--- config.mk ---
export PLATFORM = sky130hd
export DESIGN_NAME = pin_change_irq
export DESIGN_NICKNAME = d
export VERILOG_FILES = /design/src/rtl/pcirq_pkg.sv /design/src/rtl/pcirq_sync.sv /design/src/rtl/pcirq_port_tracker.sv /design/src/rtl/pin_change_irq.sv
export SDC_FILE = /design/constraint.sdc
export NUM_CORES = 1
export LEC_CHECK = 0
export ABC_CLOCK_PERIOD_IN_PS = 1500
export BUFFER_PORTS_ARGS = -buffer_cell sky130_fd_sc_hd__buf_2
export CAP_MARGIN = 20
export CORE_MARGIN = 5
export CORE_UTILIZATION = 50
export CTS_CLUSTER_SIZE = 14
export DETAILED_ROUTE_END_ITERATION = 8
export PLACE_DENSITY = 0.76
export RECOVER_POWER = 50
export SLEW_MARGIN = 30
export SYNTH_ARGS = -nofsm -noshare
export SYNTH_HDL_FRONTEND = slang
export SYNTH_SLANG_ARGS = --single-unit
--- constraint.sdc ---
create_clock -name clk -period 1.5 [get_ports clk]
set_input_delay 0.3 -clock clk [delete_from_list [all_inputs] [get_ports clk]]
set_output_delay 0.3 -clock clk [all_outputs]
set_load 0.01 [all_outputs]
--- src/rtl/pcirq_pkg.sv ---
package pcirq_pkg;
   // Default geometry of the expander
   parameter int unsigned DEF_PORT_W  = 8;
   parameter int unsigned DEF_PORTS   = 2;
   parameter int unsigned DEF_SYNC_N  = 2;

   // Reset level of synchroniser flops
   parameter logic SYNC_RST_LVL = 1'b0;
endpackage

--- src/rtl/pcirq_sync.sv ---
module pcirq_sync #(
   parameter int unsigned WIDTH   = 16,
   parameter int unsigned STAGES  = 2
) (
   input  logic             clk,
   input  logic             rst_n,
   input  logic [WIDTH-1:0] d_i,
   output logic [WIDTH-1:0] q_o
);
   import pcirq_pkg::*;

   if (STAGES < 2) begin : g_bad_stages
      $error("pcirq_sync: STAGES must be at least 2");
   end
   if (WIDTH < 1) begin : g_bad_width
      $error("pcirq_sync: WIDTH must be positive");
   end

   logic [WIDTH-1:0] chain [STAGES];

   for (genvar s = 0; s < STAGES; s++) begin : g_stage
      always_ff @(posedge clk or negedge rst_n) begin
         if (!rst_n) begin
            chain[s] <= {WIDTH{SYNC_RST_LVL}};
         end else if (s == 0) begin
            chain[s] <= d_i;
         end else begin
            chain[s] <= chain[(s == 0) ? 0 : s-1];
         end
      end
   end

   assign q_o = chain[STAGES-1];
endmodule

--- src/rtl/pcirq_port_tracker.sv ---
module pcirq_port_tracker #(
   parameter int unsigned PORT_W = 8
) (
   input  logic              clk,
   input  logic              rst_n,
   input  logic [PORT_W-1:0] lvl_s_i,
   input  logic [PORT_W-1:0] dir_in_i,
   input  logic [PORT_W-1:0] held_i,
   input  logic              rd_i,
   output logic              req_o,
   output logic              diff_any_o
);
   if (PORT_W < 1) begin : g_bad_w
      $error("pcirq_port_tracker: PORT_W must be positive");
   end

   logic [PORT_W-1:0] diff_now;
   logic [PORT_W-1:0] diff_last;
   logic              req_q;

   // Only input-direction pins may disagree with the held value
   assign diff_now   = dir_in_i & (lvl_s_i ^ held_i);
   assign diff_any_o = |diff_now;

   always_ff @(posedge clk or negedge rst_n) begin
      if (!rst_n) begin
         req_q     <= 1'b0;
         diff_last <= '0;
      end else begin
         diff_last <= diff_now;
         if (rd_i) begin
            req_q <= 1'b0;
         end else if (diff_now == '0) begin
            req_q <= 1'b0;
         end else if (diff_now != diff_last) begin
            req_q <= 1'b1;
         end
      end
   end

   assign req_o = req_q;

   // a read strobe ends the request at the next edge
   a_r4_read_ends_req : assert property (@(posedge clk) disable iff (!rst_n)
      rd_i |=> !req_o);

   // no differing input pin means no request one edge later
   a_r3_match_ends_req : assert property (@(posedge clk) disable iff (!rst_n)
      !diff_any_o |=> !req_o);

   // a request only starts from a real input-pin difference
   a_r2_only_inputs : assert property (@(posedge clk) disable iff (!rst_n)
      $rose(req_o) |-> $past(diff_any_o) && !$past(rd_i));
endmodule

--- src/rtl/pin_change_irq.sv ---
module pin_change_irq #(
   parameter int unsigned PORT_W  = pcirq_pkg::DEF_PORT_W,
   parameter int unsigned PORTS   = pcirq_pkg::DEF_PORTS,
   parameter int unsigned SYNC_N  = pcirq_pkg::DEF_SYNC_N,
   localparam int unsigned NPIN   = PORT_W * PORTS
) (
   input  logic            clk,
   input  logic            rst_n,
   input  logic [NPIN-1:0] pin_lvl_i,
   input  logic [NPIN-1:0] dir_in_i,
   input  logic [NPIN-1:0] latch_val_i,
   input  logic [PORTS-1:0] port_rd_i,
   output logic            irq_pull_o
);
   if (PORTS < 1) begin : g_bad_ports
      $error("pin_change_irq: PORTS must be positive");
   end

   logic [NPIN-1:0]  lvl_s;
   logic [PORTS-1:0] port_req;
   logic [PORTS-1:0] port_diff;

   pcirq_sync #(.WIDTH(NPIN), .STAGES(SYNC_N)) u_sync (
      .clk   (clk),
      .rst_n (rst_n),
      .d_i   (pin_lvl_i),
      .q_o   (lvl_s)
   );

   for (genvar p = 0; p < PORTS; p++) begin : g_port
      pcirq_port_tracker #(.PORT_W(PORT_W)) u_trk (
         .clk        (clk),
         .rst_n      (rst_n),
         .lvl_s_i    (lvl_s[p*PORT_W +: PORT_W]),
         .dir_in_i   (dir_in_i[p*PORT_W +: PORT_W]),
         .held_i     (latch_val_i[p*PORT_W +: PORT_W]),
         .rd_i       (port_rd_i[p]),
         .req_o      (port_req[p]),
         .diff_any_o (port_diff[p])
      );
   end

   // any port request pulls the shared line low
   assign irq_pull_o = |port_req;

   // the line only releases after a read or a full match
   a_r10_release_cause : assert property (@(posedge clk) disable iff (!rst_n)
      $fell(irq_pull_o) |-> ($past(|port_rd_i) || !$past(&port_diff)));

   // line stays released unless some port saw a difference
   a_r8_quiet_without_diff : assert property (@(posedge clk) disable iff (!rst_n)
      ($past(port_diff) == '0 && !$past(irq_pull_o)) |-> !irq_pull_o);
endmodule

==> results.ini, run 1 <==
[outcome]
outcome=finished, final reports clean

[hold_path]
holdPathStages=1
hold_class=input port to flop
hold_path.startpoint=pin_lvl_i[8]

[yosys]
ys_types=16
synthSimpleGateAreaFrac_pct=7.42
syn_area_per_cell_sq_um=14.4
ys_seq_elements=50
syn_area_sq_mm=0.00177
synth_compound_area_share_pct=2.26
synth_top_family_by_area=XOR/XNOR gates
yosysSeqAreaShare_pct=70.7
synth_mux_area_share_pct=0
synth_top_area_share_pct=70.7
synth_adder_area_share_pct=0
yosysTopAreaCell=dfrtp_1
yosys-top-cells-area=dfrtp_1 (71%), xor2_1 (13%), inv_1 (2.5%)
synth-warning-count=0
synth_xor_area_share_pct=17.1
syn_inst=123
synth_nets=175

[cts]
cts_htree_levels=2
root_buffer=clkbuf_4
clockBufferDepth=2
worstSkewPairLatency_ns=0.35
cts_buffers=5
cts_num_sinks=50
clkSlewWorstSetupHoldPaths_ns=0.13
cts_tree=built

[power_and_ir_drop]
p_seq_share_pct=64.2
p_leak_nw=1.16
switching_share_pct=23.3
power_mw=2.28
p_switching_uw=533
p_int_mw=1.75
pwr-share-comb_pct=12.3
peakVddDrop_v=0.000679
clockPowerShare_pct=23.5
power.density_mw_per_mm2=1050

[placement]
portBuffers=52
dp.final_hpwl_um=2210
place_ws_ns=0.0435
placed_area_sq_mm=0.00211
dp_cells=222
gp_congestion=0.775

[sta]
whs_ns=0.0450
setup_viol_count_final=0
rsz0062_at_grt=no
slew_viol_final=0
max_freq_ghz=0.709
tightest_slew_ns=0.472
min_period_ns=1.41
slew_headroom_pct=68.5
worst_slack_ns=0.0900
finalCritPeriodShare_pct=94.0
finalClockSkew_ns=0.00564
hold_viol=0
setup_tns_ns=0

[drt]
firstDrtPassIters=2
wl_per_cell_um=11.8
num_vias=1024
wl_um=2740
viasPerCell=4.43
drc=0
drt_iter0_markers=23
ant_nets=0

[floorplan]
die_area_sq_mm=0.00483
die_x_um=69.5
rows=21
core_region_area_sq_mm=0.00339
die_h_um=69.5
num_io_pins=53
start_util_pct=52.2

[worst_setup_path]
crit_start=u_sync.q_o[5]
worstSetupEndpointType=flop
cp.arrival_ns=1.65
worstRegToRegCells=5
regToRegStartpoint=u_sync.q_o[5]
path_class=flop to flop
cp-start-kind=flop
crit_fanout=3
cp.required_ns=1.74

[finish]
n_antenna_cell=0
fin_util_pct=64.4
drive_above_1_share_pct=36.8
area_delta_synth_final_pct=23.3
fin_area_sq_mm=0.00218
final_nets=237
final_cell_mix=dfrtp_1 (50), buf_2 (50), xor2_1 (27)
finalNonFillerCells=231

[grt]
antenna_found_initial=0
grt_usage_pct=12.7
grt_max_degree=33
gr-total-overflow=0
grt_pass1_wl_um=4730
grt_pass1_vias=1113

[job]
drv_cap=0

==> synthesized netlist by cell type <==
cell and instances:
o41a_1 2, inv_1 12, or2_2 1, xnor2_1 2
and2_4 3, nor2_1 2, dfrtp_1 50, a41oi_1 2
and4_1 2, nand4_1 2, nand2_1 12, xor2_2 1
xnor2_2 2, nand3_1 2, xor2_1 27, and2_1 1
==> power by group through the flow <==
stage          Combinational (mW)  Sequential (mW)  Clock, mW
2_1_floorplan               0.149             1.48          0
3_3_place_gp                0.266             1.49          0
3_5_place_dp                0.277             1.49          0
4_1_cts                     0.285             1.47      0.566
5_1_grt                     0.319             1.47      0.633
6_report                    0.281             1.46      0.536
==> cells by family after synthesis <==
logic type      count (synthesis)
simple gates                   25
flops                          50
xor+xnor                       32
compound gates                  4
buf+inv                        12
==> registers in the layout (all words and copies together) (netlist names) <==
register and flops:
g_port.u_trk.req_o 2, g_port.u_trk.diff_last 16, u_sync.q_o 16, u_sync.chain 16
==> worst max-delay path: stages, from the launching register on <==
cell and delay [ns]:
dfrtp_1 0.40, xor2_1 0.14, nand2_1 0.14, xor2_2 0.17, nand3_1 0.09, o41a_1 0.37
==> metal layers <==
| metal | track usage, % | wire [um] | vias up |
|---|---|---|---|
| li1 | - | - | 503 |
| met1 | 13.6 | 1070 | 474 |
| met2 | 21.2 | 1370 | 42 |
| met3 | 5.80 | 250 | 5 |
| met4 | 5.86 | 51 | 0 |
| met5 | 0 | 0 | - |
==> path summary, 6_finish.rpt <==
check | end | slack (ns)
setup / recovery | g_port[0].u_trk.req_o | 0.09
setup reg to reg | g_port[0].u_trk.req_o | 0.09
max in group asynchronous | u_sync.q_o[6] | 0.55
min in group asynchronous | u_sync.q_o[14] | 0.43
hold reg to reg | u_sync.q_o[11] | 0.36
hold / removal | u_sync.chain[24] | 0.04
==> repair_timing <==
item | CTS | global route
setup endpoints to repair | 1 | 1
hold buffers | 1 | 0
resized for setup | 0 | 2
hold endpoints to repair | 18 | 0
buffers inserted | 1 | 0
==> final cells by class <==
| type | count | area [sq um] |
|---|---|---|
| flip-flops and latches | 50 | 1250 |
| fillers | 276 | 1210 |
| multi-input cells | 61 | 477 |
| repair buffers | 55 | 304 |
| well taps | 46 | 57.6 |
| inverters | 12 | 45.0 |
| clock buffers | 5 | 37.5 |
| clock inverters | 2 | 10.0 |
Power figures use the tool's default switching activity.
==> run 2, diff against run 1 <==
--- a/config.mk
+++ b/config.mk
@@ -9,12 +9,12 @@
 export BUFFER_PORTS_ARGS = -buffer_cell sky130_fd_sc_hd__buf_2
 export CAP_MARGIN = 20
 export CORE_MARGIN = 5
-export CORE_UTILIZATION = 50
-export CTS_CLUSTER_SIZE = 14
+export CORE_UTILIZATION = 51
 export DETAILED_ROUTE_END_ITERATION = 8
 export PLACE_DENSITY = 0.76
 export RECOVER_POWER = 50
 export SLEW_MARGIN = 30
 export SYNTH_ARGS = -nofsm -noshare
 export SYNTH_HDL_FRONTEND = slang
+export SYNTH_HIERARCHICAL = 1
 export SYNTH_SLANG_ARGS = --single-unit
==> run 2 against run 1 <==
  * Largest cell class unchanged
  * Setup slack got worse by 0.039 ns
  * Die area increased by 3.9%
  * Core utilization decreased by 2.1 points
  * Combinational power increased by 5%
  * Critical path type unchanged
  * Sequential cell count unchanged
  * Design area increased by 3.8%
  * Power increased by 12%
  * Sequential power about the same
  * Wire length increased by 9.2%
  * Count of clock-buffer cells in the layout increased by 1
  * Global-route usage increased by 0.42 points
  * Critical path depth increased by 1
==> results.ini, run 2 <==
[drt]
drc=0  ; unchanged
num_vias=1043  ; +1.9%
viasPerCell=4.27  ; -3.6%
wl_per_cell_um=12.3  ; +3.4%
firstDrtPassIters=2  ; unchanged
ant_nets=0  ; unchanged
drt_iter0_markers=29  ; +26%
wl_um=2990  ; +9.2%

[power_and_ir_drop]
power_mw=2.56  ; +12%
p_leak_nw=1.21  ; +4.5%
power.density_mw_per_mm2=1130  ; +7.9%
peakVddDrop_v=0.000856  ; +26%

[hold_path]
holdPathStages=1  ; unchanged
hold_end=u_sync/chain[31]
hold_class=input port to flop
hold_path.startpoint=pin_lvl_i[15]

[job]
drv_cap=0  ; unchanged

[yosys]
yosys-top-cells-area=dfrtp_1 (66%), xor2_1 (13%), buf_4 (6.4%)
synth_nets=195  ; +11%
ys.flop_type=dfrtp_1
synth-warning-count=6  ; +6
synth-async-reset-ratio_pct=100  ; unchanged
ys_seq_elements=50  ; unchanged
yosysTopAreaCell=dfrtp_1
synth_commonest_cells=dfrtp_1 (50), xor2_1 (28), buf_4 (16), inv_1 (14), nand2_1 (14)
syn_area_per_cell_sq_um=13.2  ; -8.3%
syn_inst=143  ; +16%
synth_top_area_share_pct=66.3  ; -4.4 points
syn_area_sq_mm=0.00189  ; +6.6%
ys_types=13  ; -3
synth_most_common_cell=dfrtp_1
yosysSeqAreaShare_pct=66.3  ; -4.4 points
synth_edf_count=0  ; unchanged

[placement]
place_ws_ns=0.0113  ; -0.0322 ns
dp.final_hpwl_um=2350  ; +6.4%
portBuffers=52  ; unchanged
gp_congestion=0.754  ; -2.7%
placed_area_sq_mm=0.00216  ; +2.5%
dp_cells=235  ; +5.9%

[sta]
max_freq_ghz=0.690  ; -2.7%
slew_headroom_pct=57.5  ; -11 points
setup_viol_count_final=0  ; unchanged
finalCritPeriodShare_pct=96.6  ; +2.6 points
slew_viol_final=0  ; unchanged
min_period_ns=1.45  ; +0.0391 ns
tightest_slew_ns=0.637  ; +0.165 ns
rsz0062_at_grt=yes
finalClockSkew_ns=0.00556  ; -0.0000820 ns
worst_slack_ns=0.0509  ; -0.0391 ns
hold_viol=0  ; unchanged

[floorplan]
die_h_um=70.8  ; +1.9%
die_area_sq_mm=0.00502  ; +3.9%
start_util_pct=52.0  ; -0.27 points
core_region_area_sq_mm=0.00363  ; +7.2%
rows=22  ; +4.8%
die_x_um=70.8  ; +1.9%
num_io_pins=53  ; unchanged

[cts]
root_buffer=clkbuf_8
cts_setup_buffers=0  ; -1
cts_num_sinks=50  ; unchanged
worstSkewPairLatency_ns=0.30  ; -0.05 ns
cts_buffers=5  ; unchanged
clkSlewWorstSetupHoldPaths_ns=0.09  ; -0.04 ns
cts_htree_levels=2  ; unchanged
clockBufferDepth=2  ; unchanged
cts_tree=built

[finish]
finalNonFillerCells=244  ; +5.6%
layout_commonest_cell=buf_2
final_nets=247  ; +4.2%
fin_area_sq_mm=0.00226  ; +3.8%
final_cell_mix=buf_2 (52), dfrtp_1 (50), xor2_1 (27)
area_delta_synth_final_pct=19.9
fin_util_pct=62.3  ; -2.1 points
n_antenna_cell=0  ; unchanged
drive_above_1_share_pct=38.3  ; +1.5 points

[grt]
gr-total-overflow=0  ; unchanged
antenna_found_initial=0  ; unchanged
grt_usage_pct=13.1  ; +0.42 points
grt_max_degree=51  ; +55%
grt_pass1_wl_um=4980  ; +5.4%
grt_pass1_vias=1132  ; +1.7%

[worst_setup_path]
cp-start-kind=flop
worstSetupEndpointType=flop
cp.required_ns=1.69  ; -0.05 ns
regToRegStartpoint=u_sync/q_o[0]
reg2reg_slack_ns=0.05  ; -0.04 ns
worst_r2r_endpoint=g_port[0].u_trk/req_o
cp.arrival_ns=1.64  ; about the same
worstRegToRegCells=6  ; +1
path_class=flop to flop
crit_fanout=2  ; -1

[outcome]
outcome=finished, final reports clean

-- run 2: cells by family after synthesis --
family / after synthesis / synth area share, %
AO/OA/AOI/OAI: 2 / 1.06
flip-flops: 50 / 66.3
AND/OR/NAND/NOR: 29 / 8.68
buffers and inverters: 30 / 9.15
XOR/XNOR: 32 / 14.8
-- run 2: worst max path at each step --
stage	slack, ns	end	cells past startpoint	from
6_report	0.05	g_port[0].u_trk/req_o	6	u_sync/q_o[0]
5_1_grt	-0.05	g_port[0].u_trk/req_o	6	u_sync/q_o[0]
4_1_cts	0.05	g_port[0].u_trk/req_o	6	u_sync/q_o[0]
3_5_place_dp	0.01	g_port[0].u_trk/req_o	7	latch_val_i[0]
3_3_place_gp	0.03	g_port[1].u_trk/req_o	5	latch_val_i[11]
2_1_floorplan	0.01	g_port[0].u_trk/req_o	5	u_sync/q_o[3]
-- run 2: per-stage QoR --
step / hold slack, ns / setup TNS (ns)
6_report: 0.0980 / 0
3_3_place_gp: 0.297 / 0
5_1_grt: 0.0766 / -0.0654
3_5_place_dp: 0.307 / 0
4_1_cts: 0.0900 / 0
2_1_floorplan: 0.00441 / 0
-- run 2: worst max-delay path: stages, from the launching register on --
cell,delay (ns)
dfrtp_1,0.39
xor2_1,0.19
nand2_1,0.09
buf_4,0.14
xor2_1,0.12
nand4_1,0.10
o311a_1,0.30
-- run 2: area by class of cell --
class | count | area [sq um]
fill | 316 | 1370
timing repair buffer | 61 | 330
multi-input combinational | 63 | 472
inverter | 14 | 52.6
clock inverter | 2 | 16.3
sequential | 50 | 1250
tap | 48 | 60.1
clock buffer | 6 | 82.6
-- run 2: where the power goes --
| group | internal [mW] | total (mW) | switching (mW) | leakage, nW |
|---|---|---|---|---|
| Combinational | 0.159 | 0.295 | 0.136 | 0.558 |
| Sequential | 1.43 | 1.46 | 0.0343 | 0.603 |
| Clock | 0.379 | 0.798 | 0.419 | 0.0478 |
-- run 2: repair_timing --
item / 4_1_cts / 5_1_grt
endpoints found under the hold margin: 50 / 0
hold buffers: 1 / 0
endpoints found under the setup margin: 0 / 2
resized for setup: 0 / 1
-- run 2: per-layer routing --
| layer | track usage (%) | part of all wire, % | up-vias |
|---|---|---|---|
| met5 | 0 | 0 | - |
| met4 | 4.38 | 1.4 | 0 |
| met3 | 5.97 | 5.5 | 6 |
| met2 | 23.4 | 58 | 19 |
| met1 | 13.5 | 35 | 493 |
| li1 | - | - | 525 |
==> run 3, diff against run 2 <==
--- a/config.mk
+++ b/config.mk
@@ -5,11 +5,12 @@
 export SDC_FILE = /design/constraint.sdc
 export NUM_CORES = 1
 export LEC_CHECK = 0
+export ABC_AREA = 1
 export ABC_CLOCK_PERIOD_IN_PS = 1500
 export BUFFER_PORTS_ARGS = -buffer_cell sky130_fd_sc_hd__buf_2
 export CAP_MARGIN = 20
 export CORE_MARGIN = 5
-export CORE_UTILIZATION = 51
+export CORE_UTILIZATION = 52
 export DETAILED_ROUTE_END_ITERATION = 8
 export PLACE_DENSITY = 0.76
 export RECOVER_POWER = 50
==> run 3 against run 2 <==
  * Register-to-register slack gained 0.24 ns
  * Via count grew 48%
  * Global-route usage grew 2.6 points
  * Critical path depth shrank 3
  * Power shrank 1.0%
  * Cell count grew 38%
  * Die area grew 11%
  * Clock power shrank 3.9%
==> results.ini, run 3 <==
[outcome]
outcome=finished, final reports clean

[drt]
drt_iter0_markers=80  ; +180%
wl_um=3580  ; +20%
drc=0  ; unchanged
wl_per_cell_um=10.6  ; -13%
firstDrtPassIters=4  ; +2
num_vias=1544  ; +48%
viasPerCell=4.58  ; +7.2%
ant_nets=0  ; unchanged

[sta]
hold_viol=0  ; unchanged
tightest_slew_ns=0.657  ; +0.0205 ns
rsz0062_at_grt=no
max_freq_ghz=0.818  ; +19%
finalClockSkew_ns=0.00412  ; -0.00144 ns
slew_viol_final=0  ; unchanged
finalCritPeriodShare_pct=81.5  ; -15 points
setup_viol_count_final=0  ; unchanged
min_period_ns=1.22  ; -0.227 ns
setup_tns_ns=0  ; unchanged
slew_headroom_pct=56.2  ; -1.4 points

[floorplan]
die_x_um=74.5  ; +5.2%
num_io_pins=53  ; unchanged
start_util_pct=53.8  ; +1.8 points
die_h_um=74.5  ; +5.2%
core_region_area_sq_mm=0.00403  ; +11%
die_area_sq_mm=0.00556  ; +11%
rows=23  ; +4.5%

[grt]
grt_usage_pct=15.6  ; +2.6 points
grt_pass1_wl_um=6500  ; +30%
antenna_found_initial=0  ; unchanged
gr-total-overflow=0  ; unchanged
grt_max_degree=51  ; unchanged
grt_pass1_vias=1660  ; +47%

[cts]
holdBufCountCts=1  ; unchanged
root_buffer=clkbuf_8
worstSkewPairLatency_ns=0.29  ; about the same
clockBufferDepth=2  ; unchanged
cts-resized-gates=0  ; unchanged
cts_num_sinks=50  ; unchanged
clkSlewWorstSetupHoldPaths_ns=0.08  ; about the same
cts_tree=built
cts_buffers=5  ; unchanged
cts_setup_buffers=0  ; unchanged
cts_htree_levels=2  ; unchanged

[finish]
layout_commonest_cell=nand2_1
final_nets=338  ; +37%
fin_util_pct=61.4  ; -0.96 points
fin_area_sq_mm=0.00247  ; +9.2%
final_cell_mix=nand2_1 (59), inv_1 (56), buf_2 (52)
drive_above_1_share_pct=26.8  ; -11 points
area_delta_synth_final_pct=14.2
n_antenna_cell=0  ; unchanged

[power_and_ir_drop]
power.density_mw_per_mm2=1020  ; -9.3%
peakVddDrop_v=0.000755  ; -12%
p_leak_nw=1.47  ; +22%

[yosys]
yosysSeqAreaShare_pct=57.8  ; -8.5 points
synth-warning-count=6  ; unchanged
syn_inst=241  ; +69%
synth_edf_count=0  ; unchanged
yosys-top-cells-area=dfrtp_1 (58%), nand2_1 (10%), inv_1 (9.7%)
syn_area_per_cell_sq_um=8.99  ; -32%
ys_types=14  ; +1
synth_most_common_cell=nand2_1
synth-async-reset-ratio_pct=100  ; unchanged
ys_seq_elements=50  ; unchanged
syn_area_sq_mm=0.00217  ; +15%
ys.flop_type=dfrtp_1
synth_commonest_cells=nand2_1 (59), inv_1 (56), dfrtp_1 (50), buf_4 (16)
synth_top_area_share_pct=57.8  ; -8.5 points
yosysTopAreaCell=dfrtp_1
synth_nets=293  ; +50%

[placement]
portBuffers=52  ; unchanged
placed_area_sq_mm=0.00239  ; +11%
gp_congestion=0.730  ; -3.2%
dp.final_hpwl_um=2900  ; +23%

[worst_setup_path]
cp-start-kind=flop
worstSetupEndpointType=primary output
cp.required_ns=1.20  ; -0.49 ns
path_class=flop to primary output
cp.arrival_ns=0.92  ; -0.72 ns
crit_fanout=2  ; unchanged

[job]
drv_cap=0  ; unchanged

[hold_path]
hold_class=input port to flop

## run 3: cells by family after synthesis
family	count (synthesis)	synth area share, %
flip-flops	50	57.8
AO/OA/AOI/OAI	2	0.809
XOR/XNOR	6	2.43
AND/OR/NAND/NOR	105	22.7
buffers and inverters	78	16.3
## run 3: worst paths after layout
check,startpoint,slack (ns),cells after the start,endpoint
setup reg to reg,u_sync/q_o[9],0.29,8,g_port[1].u_trk/req_o
max in group asynchronous,rst_n,0.39,3,u_sync/q_o[10]
min in group asynchronous,rst_n,0.68,3,u_sync/chain[31]
hold / removal,pin_lvl_i[4],0.10,1,u_sync/chain[20]
hold reg to reg,u_sync/chain[29],0.35,0,u_sync/q_o[13]
setup / recovery,g_port[1].u_trk/req_o,0.28,3,irq_pull_o
## run 3: where the power goes
| part | switching (mW) | internal (mW) | leakage (nW) |
|---|---|---|---|
| Clock | 0.395 | 0.372 | 0.0482 |
| Sequential | 0.0325 | 1.42 | 0.600 |
| Combinational | 0.177 | 0.130 | 0.824 |
## run 3: stage by stage
stage | worst slack, ns | instances | total power [mW] | hold WS, ns
4_1_cts | 0.257 | 337 | 2.59 | 0.0891
5_1_grt | 0.137 | 337 | 2.70 | 0.0797
6_report | 0.278 | 337 | 2.53 | 0.104
2_1_floorplan | 0.360 | 241 | 1.68 | 0.00441
3_5_place_dp | 0.271 | 328 | 1.80 | 0.308
3_3_place_gp | 0.324 | 328 | 1.78 | 0.304
## run 3: layout make-up
type,count,area [sq um]
Clock inverter,1,5.00
Timing Repair Buffer,54,278
Fill cell,363,1560
Multi-Input combinational cell,113,557
Sequential cell,50,1250
Inverter,62,233
Tap cell,50,62.6
Clock buffer,7,86.3
## run 3: per-layer routing
metal  GRT usage [%]  up-vias  share of wire (%)
li1                -      786                  -
met1            17.3      724                 39
met2            27.6       29                 54
met3            4.59        5                5.9
met4            7.11        0                1.4
met5               0        -                  0
## run 3: worst max-delay path, cell delays in order (launching register included)
cell,delay (ns)
dfrtp_1,0.40
inv_1,0.06
nand2_1,0.04
buf_2,0.13
